`src/rtl/dram_seq_pkg.sv`:
```
package dram_seq_pkg;
  localparam int COLS  = 128;
  localparam int BANKS = 13;
  localparam int DW    = 8;
  localparam int XW    = $clog2(COLS);
  localparam int YW    = $clog2(BANKS);
  localparam int AW    = XW + YW;

  typedef logic [XW-1:0] col_t;
  typedef logic [YW-1:0] bank_t;
  typedef logic [DW-1:0] byte_t;
  typedef logic [AW-1:0] addr_t;

  typedef struct packed {
    col_t  x;
    bank_t y;
  } ptr_t;

  typedef struct packed {
    logic mirror;
    logic vert;
    logic flip;
  } mode_t;

  localparam col_t  COL_LAST  = col_t'(COLS - 1);
  localparam bank_t BANK_LAST = bank_t'(BANKS - 1);

  function automatic bank_t bank_cap(bank_t v);
    return (v > BANK_LAST) ? BANK_LAST : v;
  endfunction

  function automatic col_t col_min(col_t a, col_t b);
    return (a > b) ? b : a;
  endfunction

  function automatic bank_t bank_min(bank_t a, bank_t b);
    return (a > b) ? b : a;
  endfunction

  function automatic col_t phys_col(col_t x, logic mirror);
    return mirror ? (COL_LAST - x) : x;
  endfunction

  function automatic byte_t bit_order(byte_t d, logic flip);
    byte_t r;
    for (int i = 0; i < DW; i++) r[i] = d[DW-1-i];
    return flip ? r : d;
  endfunction

  function automatic addr_t make_addr(bank_t y, col_t c);
    return {y, c};
  endfunction
endpackage

```
`src/rtl/seq_limits.sv`:
```
module seq_limits
  import dram_seq_pkg::*;
(
  input  col_t  xlim_in,
  input  bank_t ylim_in,
  output col_t  xlim_eff,
  output bank_t ylim_eff
);
  assign xlim_eff = xlim_in;
  assign ylim_eff = bank_cap(ylim_in);
endmodule

```
`src/rtl/seq_ptr_next.sv`:
```
module seq_ptr_next
  import dram_seq_pkg::*;
(
  input  ptr_t  cur,
  input  col_t  xl,
  input  bank_t yl,
  input  logic  vert,
  input  logic  adv,
  input  logic  ldx,
  input  col_t  ldx_val,
  input  logic  ldy,
  input  bank_t ldy_val,
  output ptr_t  nxt,
  output logic  corner
);
  logic x_end, y_end;
  ptr_t stepped;

  assign x_end  = (cur.x >= xl);
  assign y_end  = (cur.y >= yl);
  assign corner = adv && !ldx && !ldy && x_end && y_end;

  always_comb begin
    stepped = cur;
    if (!vert) begin
      if (x_end) begin
        stepped.x = '0;
        stepped.y = y_end ? '0 : cur.y + bank_t'(1);
      end else begin
        stepped.x = cur.x + col_t'(1);
      end
    end else begin
      if (y_end) begin
        stepped.y = '0;
        stepped.x = x_end ? '0 : cur.x + col_t'(1);
      end else begin
        stepped.y = cur.y + bank_t'(1);
      end
    end
  end

  always_comb begin
    nxt = cur;
    if (ldx || ldy) begin
      if (ldx) nxt.x = col_min(ldx_val, xl);
      if (ldy) nxt.y = bank_min(ldy_val, yl);
    end else if (adv) begin
      nxt = stepped;
    end
  end
endmodule

```
`src/rtl/seq_out_map.sv`:
```
module seq_out_map
  import dram_seq_pkg::*;
(
  input  ptr_t  cur,
  input  mode_t mode,
  input  byte_t din,
  output addr_t addr,
  output byte_t dout
);
  assign addr = make_addr(cur.y, phys_col(cur.x, mode.mirror));
  assign dout = bit_order(din, mode.flip);
endmodule

```
`src/rtl/dram_wr_seq.sv`:
```
module dram_wr_seq
  import dram_seq_pkg::*;
(
  input  logic          clk,
  input  logic          rst_n,
  input  logic          wr_stb,
  input  logic [DW-1:0] wr_data,
  input  logic          ld_x,
  input  logic [XW-1:0] ld_x_val,
  input  logic          ld_y,
  input  logic [YW-1:0] ld_y_val,
  input  logic [XW-1:0] xlim,
  input  logic [YW-1:0] ylim,
  input  logic          mode_mirror,
  input  logic          mode_vert,
  input  logic          mode_flip,
  output logic [AW-1:0] ram_addr,
  output logic [DW-1:0] ram_wdata,
  output logic          ram_we,
  output logic [XW-1:0] cur_x,
  output logic [YW-1:0] cur_y
);
  ptr_t  ptr_q, ptr_d;
  col_t  xl_eff;
  bank_t yl_eff;
  mode_t mode_now;
  addr_t addr_c;
  byte_t data_c;
  logic  wrap_all;
  logic  load_fire;
  logic  adv_fire;

  assign mode_now  = '{mirror: mode_mirror, vert: mode_vert, flip: mode_flip};
  assign load_fire = ld_x || ld_y;
  assign adv_fire  = wr_stb && !load_fire;

  seq_limits u_lim (
    .xlim_in (xlim),
    .ylim_in (ylim),
    .xlim_eff(xl_eff),
    .ylim_eff(yl_eff)
  );

  seq_ptr_next u_nxt (
    .cur    (ptr_q),
    .xl     (xl_eff),
    .yl     (yl_eff),
    .vert   (mode_now.vert),
    .adv    (wr_stb),
    .ldx    (ld_x),
    .ldx_val(ld_x_val),
    .ldy    (ld_y),
    .ldy_val(ld_y_val),
    .nxt    (ptr_d),
    .corner (wrap_all)
  );

  seq_out_map u_map (
    .cur (ptr_q),
    .mode(mode_now),
    .din (wr_data),
    .addr(addr_c),
    .dout(data_c)
  );

  always_ff @(posedge clk) begin
    if (!rst_n) begin
      ptr_q     <= '0;
      ram_we    <= 1'b0;
      ram_addr  <= '0;
      ram_wdata <= '0;
    end else begin
      ptr_q  <= ptr_d;
      ram_we <= wr_stb;
      if (wr_stb) begin
        ram_addr  <= addr_c;
        ram_wdata <= data_c;
      end
    end
  end

  assign cur_x = ptr_q.x;
  assign cur_y = ptr_q.y;
endmodule

```
`config.mk`:
```
export PLATFORM = sky130hd
export DESIGN_NAME = dram_wr_seq
export DESIGN_NICKNAME = d
export VERILOG_FILES = /design/src/rtl/dram_seq_pkg.sv /design/src/rtl/seq_limits.sv /design/src/rtl/seq_ptr_next.sv /design/src/rtl/seq_out_map.sv /design/src/rtl/dram_wr_seq.sv
export SDC_FILE = /design/constraint.sdc
export NUM_CORES = 1
export LEC_CHECK = 0
export ABC_AREA = 1
export BUFFER_PORTS_ARGS = -buffer_cell sky130_fd_sc_hd__clkbuf_2
export CORE_MARGIN = 1
export CORE_UTILIZATION = 54
export CTS_BUF_LIST = sky130_fd_sc_hd__clkbuf_8 sky130_fd_sc_hd__clkbuf_16
export CTS_CLUSTER_DIAMETER = 150
export CTS_CLUSTER_SIZE = 20
export DETAILED_ROUTE_END_ITERATION = 7
export GPL_ROUTABILITY_DRIVEN = 0
export PLACE_DENSITY = 0.86
export SETUP_SLACK_MARGIN = 0.3
export SLEW_MARGIN = 0
export SYNTH_ARGS = -nofsm -noshare
export SYNTH_HDL_FRONTEND = slang
export SYNTH_HIERARCHICAL = 1
export SYNTH_SLANG_ARGS = --single-unit
```
`constraint.sdc`:
```
create_clock -name clk -period 2 [get_ports clk]
set_clock_uncertainty 0.15 [all_clocks]
set_input_delay 0.2 -clock clk [delete_from_list [all_inputs] [get_ports clk]]
set_output_delay 0.2 -clock clk [all_outputs]
set_load 0.02 [all_outputs]
```
Yosys cells after proc, flatten, opt, wreduce, memory -nomap -nowiden --
Cells that the tools add are included.
Storage, ports and cells: register bits after elaboration 31, input port bits 38, output and inout port bits 31, logic and storage cells 35
Cells by class: add/subtract/negate cells 3, $lt $le $gt $ge 5, equal/unequal tests 3, mux-type cells 14, reduce and logical (&&, ||, !) cells 5
Operators by type and width (number):
- $mux W7 | 5
- $mux W11 | 3
- $mux W4 | 5
- $mux W8 | 1
- $add A7 B1 Y7 const B | 1
- $ge A7 B7 Y1 | 1
- $gt A7 B7 Y1 | 1
- $sub A7 B7 Y7 const A | 1
- $reduce_and A3 Y1 | 2
- $add A4 B1 Y4 const B | 1
- $ge A4 B4 Y1 | 1
- $gt A4 B4 Y1 | 1
- $gt A4 B4 Y1 const B | 1
- $ne A2 B2 Y1 const B | 2
- $ne A3 B1 Y1 const B | 1
- $reduce_bool A3 Y1 | 1
- $reduce_bool A2 Y1 | 1
- $logic_or A1 B1 Y1 | 1

Depth between registers and ports, before layout --
depth after elaboration 8, depth in mapped cells 17, depth with buffers taken out 17

By module --
Netlist, hierarchy kept.
Modules (own cells, without submodules):
- seq_ptr_next | times used 1, cells each 245, area each 1335.0 µm², sequential area each 0.0 µm²
- dram_wr_seq | times used 1, cells each 157, area each 1111.1 µm², sequential area each 620.6 µm²
- seq_out_map | times used 1, cells each 60, area each 255.2 µm², sequential area each 0.0 µm²
- seq_limits | times used 1, cells each 13, area each 77.6 µm², sequential area each 0.0 µm²

Worst setup path after synthesis --
Ideal clock, no wire load.
path type flip-flop to flip-flop, start point reg ptr_q (netlist bit cur_x[0]), end point reg ptr_q (netlist bit cur_y[1]), setup time 56 ps, arrival time 1717 ps, data required time 1794 ps, path slack 76 ps, stages on the path, launching flop included 14, buffers on the path 0, clock period less this slack 1924 ps, path through dfxtp_1 > inv_1 > ha_1 > nor2_1 > o21ai_0 > nand2_1 > nand3_2 > nand2_2 > nand2_1 > o21ai_0 > nand2_1 > nand2_1 > nand2_1 > inv_1
Between the ends: cells in the longest elaborated chain, start to end 3
RTL lines:
- start: declaration | RTL line dram_wr_seq.sv:23 | ptr_t ptr_q, ptr_d;
- start signal: assignment | RTL line dram_wr_seq.sv:73 | ptr_q <= ptr_d;
- $ge A7 B7 Y1 | RTL line seq_ptr_next.sv:19 | assign x_end = (cur.x >= xl);
- $reduce_bool A3 Y1 (no line)
- $reduce_and A3 Y1 (no line)
No other way between the ends. A chain may end at the register's enable or synchronous reset.

Worst setup path in the final report --
start point reg ptr_q (netlist bit cur_y[3]), end point reg ptr_q (netlist bit cur_x[5])
Between the ends: cells in the longest elaborated chain, start to end 3
RTL lines:
- $ge A4 B4 Y1 | RTL line seq_ptr_next.sv:20 | assign y_end = (cur.y >= yl);
- $ne A3 B1 Y1 (no line)
- $reduce_and A3 Y1 (no line)
No other way between the ends.

==> impl_metrics.json <==
{
  "vias": 3104,
  "postRouteAntennaNets": 0,
  "drt_iter0_markers": 178,
  "via_per_inst": 5.07,
  "die_y_um": 73.7,
  "cts_hold_buf": 0,
  "antenna_found_initial": 0,
  "grt_usage": 0.266,
  "clk_path_buf_depth": 2,
  "postPlaceCellArea_um2": 3140,
  "overflow": 0,
  "rows": 25,
  "rr_worst_depth": 12,
  "critPathBufInv": 2,
  "syn_to_final_growth_pct": 29.5,
  "crit_path_cell_trace": "ha_4 > a21oi_2 > nand3_4 > nand2_4 > nand2_4 > nand2_1 > nand2_1 > inv_2 > nand3_2 > nand2_1 > nand2_1 > inv_1",
  "pwr-share-comb": 0.403,
  "portBuffers": 68,
  "max_stage_delay_ps": 360,
  "dieArea_um2": 5430,
  "clkLatencyLatePin_ps": 280,
  "crit_path_start_kind": "flip-flop",
  "antenna_cells": 0,
  "wl_mm": 7.31,
  "cp_common_cell": "nand2_1",
  "max_cap_violations": 0,
  "crit_type": "flip-flop to flip-flop",
  "die_w_um": 73.7,
  "drt_pass1_iterations": 5,
  "cellPowerDensity_nw_per_um2": 579,
  "cts.clk_slew.worst_paths_ps": 60,
  "h-tree-depth": 2,
  "clkSinkCount": 31,
  "cts_root_buf": "clkbuf_8",
  "hold_viol": 0,
  "run_status": "finished, final reports clean",
  "hold-path-endpoint": "ram_wdata[1]",
  "drcViolationCount": 0,
  "p_seq_frac": 0.341,
  "grt_pass1_wl_mm": 11.4,
  "wl_per_cell_um": 11.9,
  "hp-class": "input pin to flip-flop",
  "cp.required_ps": 2070,
  "maxSlewHeadroom": 0.592,
  "cp.arrival_ps": 1930,
  "grt_max_degree": 33,
  "crit_path_end_kind": "flip-flop",
  "rsz0062_at_grt": "yes",
  "dp_cells": 592,
  "reg2reg_from": "cur_y[3]",
  "crit_slowest_cell": "dfxtp_4",
  "ir_worst_vdd_uv": 320,
  "setup_violations": 0,
  "leakage_nw": 2.07,
  "rr_endpoint": "cur_x[5]",
  "critPathTopFamily": "simple AND/OR/NAND/NOR gates",
  "power.total_mw": 2.08,
  "stdcell_area_um2": 3590,
  "numCtsBuffers": 5,
  "cts_tree": "done",
  "pwr-share-clk": 0.256,
  "tns_ps": 0,
  "p_sw_frac": 0.375,
  "fmax_mhz": 538,
  "post-route-util": 0.746,
  "drv_slew": 0,
  "core_area_um2": 4820,
  "intPower_mw": 1.30,
  "nets": 606,
  "cp_max_fo": 5,
  "fin_crit_ps": 1860,
  "num_io_pins": 69,
  "synthCells": 474,
  "grt_pass1_vias": 2714,
  "avgSynthCellArea_um2": 5.85,
  "synthesis.area_um2": 2770,
  "yosysWarnings": 6,
  "finalNonFillerCells": 612,
  "drive_gt1_frac": 0.319,
  "start_util": 0.576,
  "hold_depth": 7,
  "timing.final.crit_share": 0.930,
  "regToRegSetupSlack_ps": 140,
  "p_switching_uw": 781,
  "synth.net_count": 536,
  "worst_pin_slew_ps": 612,
  "holdCritStartpoint": "wr_data[6]",
  "dp_hpwl_mm": 4.76
}
flip-flops by register name, indices dropped and copies added, names as in the netlist:
| register | count |
|---|---|
| cur_x | 7 |
| ram_addr | 11 |
| ram_we | 1 |
| cur_y | 4 |
| ram_wdata | 8 |
cells in the final DEF (no fill, tap or decap), drive strengths merged:
master / n
nand2: 185
ha: 24
inv: 86
a21o: 2
nand3b: 2
o211ai: 2
dfxtp: 31
a21oi: 14
nand4: 5
nor3: 2
buf: 18
clkbuf: 75
clkinv: 1
nand3: 33
o21ai: 13
nor2: 52
layout make-up:
class | instances | area, um^2
Tap cell | 67 | 83.8
Clock buffer | 7 | 96.3
Multi-Input combinational cell | 334 | 1940
Clock inverter | 1 | 3.75
Fill cell | 410 | 1220
Timing Repair Buffer | 86 | 483
Sequential cell | 31 | 653
Inverter | 86 | 330
tightest hold or removal path, stage by stage:
cell and delay, ps:
clkbuf_2 90, nand2_1 50, nand2_1 40, inv_1 40, nand2_1 40, nand2_1 50
nor2_1 30
worst max path at each step:
stage	startpoint	endpoint	slack [ps]	depth (start not counted)
6_report	cur_y[3]	cur_x[5]	140	12
2_1_floorplan	cur_x[6]	cur_y[1]	300	11
5_1_grt	cur_x[6]	cur_x[1]	20	13
3_3_place_gp	ylim[3]	cur_x[0]	80	17
4_1_cts	cur_x[0]	cur_y[1]	240	13
3_5_place_dp	ylim[3]	cur_x[5]	3	17
layer usage:
layer / track usage / routed length, um
met5: 0 / 0
met1: 0.314 / 2950
met3: 0.0508 / 575
met2: 0.472 / 3540
met4: 0.107 / 239
power by group through the flow:
stage                     combinational [mW]  sequential [mW]  clock [mW]
after CTS                              0.740            0.709       0.538
after floorplan                        0.444            0.786           0
after global routing                   0.933            0.717       0.575
final                                  0.839            0.710       0.532
after detailed placement               0.671            0.726           0
after global placement                 0.647            0.726           0
timing repair:
action                                  4_1_cts  5_1_grt
pin swaps                                    16       29
cloned                                        1        0
buffers inserted                              6        5
endpoints found under the setup margin       11       11
resized for setup                            25       33
through the flow:
stage | hold WS (ps) | worst slack (ps)
after detailed placement | 315 | 2.71
after floorplan | 170 | 300
after global placement | 306 | 81.0
final | 146 | 141
after CTS | 144 | 244
after global routing | 165 | 16.8
Note: power is estimated with default switching activity, not from simulation.
